File: config.mk
export PLATFORM = sky130hd
export DESIGN_NAME = gpio_dual_out_bank
export DESIGN_NICKNAME = d
export VERILOG_FILES = /design/src/rtl/gpio_bank_pkg.sv /design/src/rtl/gpio_alias_stage.sv /design/src/rtl/gpio_reg_lane.sv /design/src/rtl/gpio_dual_out_bank.sv
export SDC_FILE = /design/constraint.sdc
export NUM_CORES = 1
export LEC_CHECK = 0
export BUFFER_PORTS_ARGS = -buffer_cell sky130_fd_sc_hd__buf_2
export CAP_MARGIN = 30
export CORE_MARGIN = 4
export CORE_UTILIZATION = 55
export CTS_CLUSTER_SIZE = 30
export DETAILED_ROUTE_END_ITERATION = 16
export HOLD_SLACK_MARGIN = 0.05
export PLACE_DENSITY = 0.86
export SLEW_MARGIN = 40
export SYNTH_ARGS = -nofsm -noshare
export SYNTH_HDL_FRONTEND = slang
export SYNTH_HIERARCHICAL = 1
export SYNTH_SLANG_ARGS = --single-unit
File: constraint.sdc
create_clock -name clk -period 2.1 [get_ports clk]
set_input_delay 0.42 -clock clk [delete_from_list [all_inputs] [get_ports clk]]
set_output_delay 0.42 -clock clk [all_outputs]
set_load 0.1 [all_outputs]
File: src/rtl/gpio_bank_pkg.sv
package gpio_bank_pkg;

  typedef enum logic [1:0] {
    OP_WRITE = 2'd0,
    OP_SET   = 2'd1,
    OP_CLR   = 2'd2,
    OP_XOR   = 2'd3
  } gpio_op_e;

  localparam int unsigned REG_LEVEL  = 0;
  localparam int unsigned REG_ENABLE = 1;
  localparam int unsigned NUM_REGS   = 2;

endpackage

File: src/rtl/gpio_alias_stage.sv
module gpio_alias_stage
  import gpio_bank_pkg::*;
#(
  parameter int unsigned WIDTH = 32
) (
  input  logic             apply_en,
  input  gpio_op_e         op,
  input  logic [WIDTH-1:0] mask,
  input  logic [WIDTH-1:0] cur,
  output logic [WIDTH-1:0] nxt
);

  logic [WIDTH-1:0] result;

  always_comb begin
    unique case (op)
      OP_WRITE: result = mask;
      OP_SET:   result = cur | mask;
      OP_CLR:   result = cur & ~mask;
      OP_XOR:   result = cur ^ mask;
      default:  result = cur;
    endcase
    nxt = apply_en ? result : cur;
  end

endmodule

File: src/rtl/gpio_reg_lane.sv
module gpio_reg_lane
  import gpio_bank_pkg::*;
#(
  parameter int unsigned WIDTH = 32,
  parameter int unsigned NCORE = 2
) (
  input  logic             clk,
  input  logic             rst_n,
  input  logic [NCORE-1:0] hit,
  input  gpio_op_e         op   [NCORE],
  input  logic [WIDTH-1:0] mask [NCORE],
  output logic [WIDTH-1:0] q
);

  localparam int unsigned LAST = NCORE - 1;

  logic [WIDTH-1:0] chain [NCORE+1];
  logic [WIDTH-1:0] q_d;
  logic             q_en;

  assign chain[0] = q;

  // Core order is priority: lower index applied first, later cores see its result.
  for (genvar c = 0; c < NCORE; c++) begin : g_core
    gpio_alias_stage #(.WIDTH(WIDTH)) u_stage (
      .apply_en (hit[c]),
      .op       (op[c]),
      .mask     (mask[c]),
      .cur      (chain[c]),
      .nxt      (chain[c+1])
    );
  end

  always_comb begin
    q_en = |hit;
    q_d  = chain[NCORE];
  end

  always_ff @(posedge clk or negedge rst_n) begin
    if (!rst_n) begin
      q <= '0;
    end else if (q_en) begin
      q <= q_d;
    end
  end

  p_hold_idle_r9: assert property (@(posedge clk) disable iff (!rst_n)
    (hit == '0) |=> $stable(q));

  p_last_write_r2: assert property (@(posedge clk) disable iff (!rst_n)
    (hit[LAST] && op[LAST] == OP_WRITE) |=> (q == $past(mask[LAST])));

  p_last_set_r3: assert property (@(posedge clk) disable iff (!rst_n)
    (hit[LAST] && op[LAST] == OP_SET) |=> ((q & $past(mask[LAST])) == $past(mask[LAST])));

  p_last_clr_r4: assert property (@(posedge clk) disable iff (!rst_n)
    (hit[LAST] && op[LAST] == OP_CLR) |=> ((q & $past(mask[LAST])) == '0));

  p_lone_xor_r5: assert property (@(posedge clk) disable iff (!rst_n)
    ($countones(hit) == 1 && hit[LAST] && op[LAST] == OP_XOR)
      |=> (q == ($past(q) ^ $past(mask[LAST]))));

  p_set_then_xor_r6: assert property (@(posedge clk) disable iff (!rst_n)
    (NCORE == 2 && hit[0] && hit[LAST] && op[0] == OP_SET && op[LAST] == OP_XOR)
      |=> ((q & $past(mask[0]) & $past(mask[LAST])) == '0));

endmodule

File: src/rtl/gpio_dual_out_bank.sv
module gpio_dual_out_bank
  import gpio_bank_pkg::*;
#(
  parameter int unsigned WIDTH = 32
) (
  input  logic             clk,
  input  logic             rst_n,
  input  logic             c0_wvalid,
  input  logic [1:0]       c0_wop,
  input  logic             c0_wsel,
  input  logic [WIDTH-1:0] c0_wdata,
  input  logic             c1_wvalid,
  input  logic [1:0]       c1_wop,
  input  logic             c1_wsel,
  input  logic [WIDTH-1:0] c1_wdata,
  input  logic             c0_rsel,
  output logic [WIDTH-1:0] c0_rdata,
  input  logic             c1_rsel,
  output logic [WIDTH-1:0] c1_rdata,
  output logic [WIDTH-1:0] gpio_out,
  output logic [WIDTH-1:0] gpio_oe
);

  localparam int unsigned NCORE = 2;

  logic             wvalid [NCORE];
  logic             wsel   [NCORE];
  gpio_op_e         wop    [NCORE];
  logic [WIDTH-1:0] wdata  [NCORE];
  logic [WIDTH-1:0] regq   [NUM_REGS];

  always_comb begin
    wvalid[0] = c0_wvalid;  wvalid[1] = c1_wvalid;
    wsel[0]   = c0_wsel;    wsel[1]   = c1_wsel;
    wop[0]    = gpio_op_e'(c0_wop);
    wop[1]    = gpio_op_e'(c1_wop);
    wdata[0]  = c0_wdata;   wdata[1]  = c1_wdata;
  end

  for (genvar r = 0; r < NUM_REGS; r++) begin : g_reg
    logic [NCORE-1:0] hit;
    for (genvar c = 0; c < NCORE; c++) begin : g_hit
      assign hit[c] = wvalid[c] && (wsel[c] == r[0]);
    end
    gpio_reg_lane #(.WIDTH(WIDTH), .NCORE(NCORE)) u_lane (
      .clk  (clk),
      .rst_n(rst_n),
      .hit  (hit),
      .op   (wop),
      .mask (wdata),
      .q    (regq[r])
    );
  end

  assign gpio_out = regq[REG_LEVEL];
  assign gpio_oe  = regq[REG_ENABLE];
  assign c0_rdata = c0_rsel ? regq[REG_ENABLE] : regq[REG_LEVEL];
  assign c1_rdata = c1_rsel ? regq[REG_ENABLE] : regq[REG_LEVEL];

  p_enable_untouched_r8: assert property (@(posedge clk) disable iff (!rst_n)
    (!(c0_wvalid && c0_wsel) && !(c1_wvalid && c1_wsel)) |=> $stable(gpio_oe));

  p_level_untouched_r11: assert property (@(posedge clk) disable iff (!rst_n)
    (!(c0_wvalid && !c0_wsel) && !(c1_wvalid && !c1_wsel)) |=> $stable(gpio_out));

endmodule

==> flow_summary.ini <==
[critical_path]
critPathRequiredTime_ns = 2.33
end_kind = register
slowest_delay_ns = 0.43
cp_num_buf_inv = 0
crit_type = reg -> reg
path_max_fanout = 3
path_delay_family = multiplexers
cp.arrival_ns = 2.71
cp_cell_sequence = ha_1 -> mux2i_1 -> or2_1 -> o221ai_2 -> ha_1 -> mux2i_1 -> or2_1 -> o221ai_1 -> mux2_2
worstSetupStartpointType = register
slowest_stage = dfrtp_2

[sta]
skew_ns = 0
whs_ns = 0.536
finalHoldViolCount = 0
period_share_pct = 118
worstMarginPinSlew_ns = 0.518
timing.final.ws_setup_ns = -0.386
max_slew_margin_pct = 65.7
slew_violations = 0
setup_viol = 17
fin_crit_ns = 2.49
rsz0062_at_grt = yes
fmax_mhz = 402

[power]
leakage_nw = 8.92
p_per_area_mw_per_mm2 = 1190
max-vdd-ir-drop_uv = 1760

[logic_synthesis]
synth_top_area_cell = ha_1
synth_cell_types = 26
synth-edff-count = 0
synth_top_area_share_pct = 23.3
yosys_warnings = 6
mappedNetlistNets = 1852
synth_top_flop_cell = dfrtp_1
netlist_top_cells_area = ha_1, dfrtp_1, mux2i_1, inv_1, mux2_4
ys_seq_elements = 64
yosys-top-cells-count = ha_1, inv_1, mux2i_1
synthArstFlopShare_pct = 100
ys_seq_area_share_pct = 11.7
syn_inst = 1520
syn_area_sq_mm = 0.0137
syn_avg_cell_area_sq_um = 9.03

[clock_network]
root_buffer = clkbuf_16
htree_num_levels = 3
path_clk_slew_ns = 0.07
clock_latency_ns = 0.34
numCtsBuffers = 9
clock_sinks = 64
cts_buffer_depth = 2
cts_tree = done

[job]
drv_cap = 0

[run_status]
status = finished with violations
violations = negative setup slack

[global_routing]
grt_use_met1_pct = 30.0
grt_util_all_layers_pct = 27.6
grt.met3_usage_pct = 4.48
antenna_found_initial = 5
grt_first_pass_wirelength_microns = 63300
use_met2_pct = 51.8
grt_overflow = 0
grt_start_max_net_pins = 44
grt.busiest_layer = met2
grt_pass1_vias = 12790

[finish]
largest_register_ff_count = 64
fill_cells = 1359
final_nets = 2121
top_regs = g.u_lane/q x64
regArea_sq_mm = 0.00164
multi_input_area_sq_mm = 0.0107
area_delta_synth_final_pct = 31.9
finalInstanceArea_sq_mm = 0.0181
drive_gt1_share_pct = 50.9
largest_register = g.u_lane/q

[min_path]
min-delay-path-class = in -> async

[routing]
vias = 13080
wirelength_microns = 48600
postRouteAntennaNets = 0
first_iter_violations = 1274
wl_per_cell_microns = 22.9
post_drt_via_cell_ratio = 6.16
drtPass1Iterations = 6
drc = 0

[die]
die_area_sq_mm = 0.0275
die_x_microns = 166
initial_core_util_pct = 56.1
io_pins = 204
core-area_sq_mm = 0.0245
row_count = 57
die_h_microns = 166

[placement]
dp_slack_ns = -0.332
post-dp-hpwl_microns = 29500
place.gp.congestion = 0.845
placed_area_sq_mm = 0.0164
port_buffers = 203
-- cells by family (layout without fill, tap and decap cells) --
kind of cell    count (synthesis)  in the layout  share of synthesized area (%)
mux                           256            256                           21.6
fa+ha+maj                     256            256                           23.3
flops                          64             64                           11.7
simple gates                  270            270                           10.6
compound gates                256            256                           15.2
buf+inv                       418            692                           17.6
other cells                     0              4                              0
-- final timing paths --
path	from	to	slack (ns)	cells past startpoint
worst max-delay path	g_reg[0].u_lane/q[16]	g_reg[0].u_lane/q[16]	-0.39	9
worst min-delay path	rst_n	g_reg[0].u_lane/q[8]	0.54	2
worst max register to register	g_reg[0].u_lane/q[16]	g_reg[0].u_lane/q[16]	-0.39	9
worst min register to register	g_reg[0].u_lane/q[17]	g_reg[0].u_lane/q[17]	0.56	1
max in group asynchronous	rst_n	g_reg[1].u_lane/q[28]	0.94	3
min in group clk	g_reg[0].u_lane/q[17]	g_reg[0].u_lane/q[17]	0.56	1
-- cell type report --
class | instances | area share [%]
timing repair buffer | 420 | 22.3
clock buffer | 13 | 1.44
antenna | 4 | 0.0553
inverter | 256 | 5.31
tap | 324 | 2.24
sequential | 64 | 9.06
multi-input combinational | 1038 | 59.4
clock inverter | 3 | 0.221
-- per-stage QoR --
step / power, mW / TNS (ns) / utilization, % / cells
after floorplan: 13.9 / -1.60 / - / 1520
after detailed placement: 17.8 / -15.90 / 67.0 / 2038
after CTS: 19.6 / 0 / 68.6 / 2061
after global routing: 22.3 / -4.48 / 74.0 / 2121
after global placement: 17.2 / -10.72 / 67.0 / 2038
final: 21.5 / -1.35 / 74.0 / 2122
-- metal layers --
metal  up-vias  part of all wire (%)
met1      6312                    36
li1       5650                     -
met5         -                 0.027
met2       798                    49
met4         2                   6.8
met3       318                   8.0
-- report_power, final --
part	internal (mW)	switching, mW	total, mW
clock	0.985	0.683	1.67
combinational	6.31	11.2	17.5
sequential	1.69	0.578	2.27
total	8.99	12.5	21.5
-- cells in the final DEF (no fill, tap or decap), types with 80 or more instances in the layout --
cell	instances
buf_4	183
buf_12	93
mux2i_1	127
o221ai_2	84
buf_2	136
or2_1	85
nor2_1	80
inv_1	215
a21oi_2	93
ha_1	215
-- repair_timing --
| item | in CTS | in global routing |
|---|---|---|
| setup endpoints to repair | 15 | 61 |
| buffers inserted | 6 | 56 |
| cloned | 0 | 1 |
| resized for setup | 13 | 227 |
| pin swaps | 0 | 72 |
| hold buffers | 1 | 0 |
| hold endpoints to repair | 22 | 0 |
Note: power is estimated with default switching activity, not from simulation.
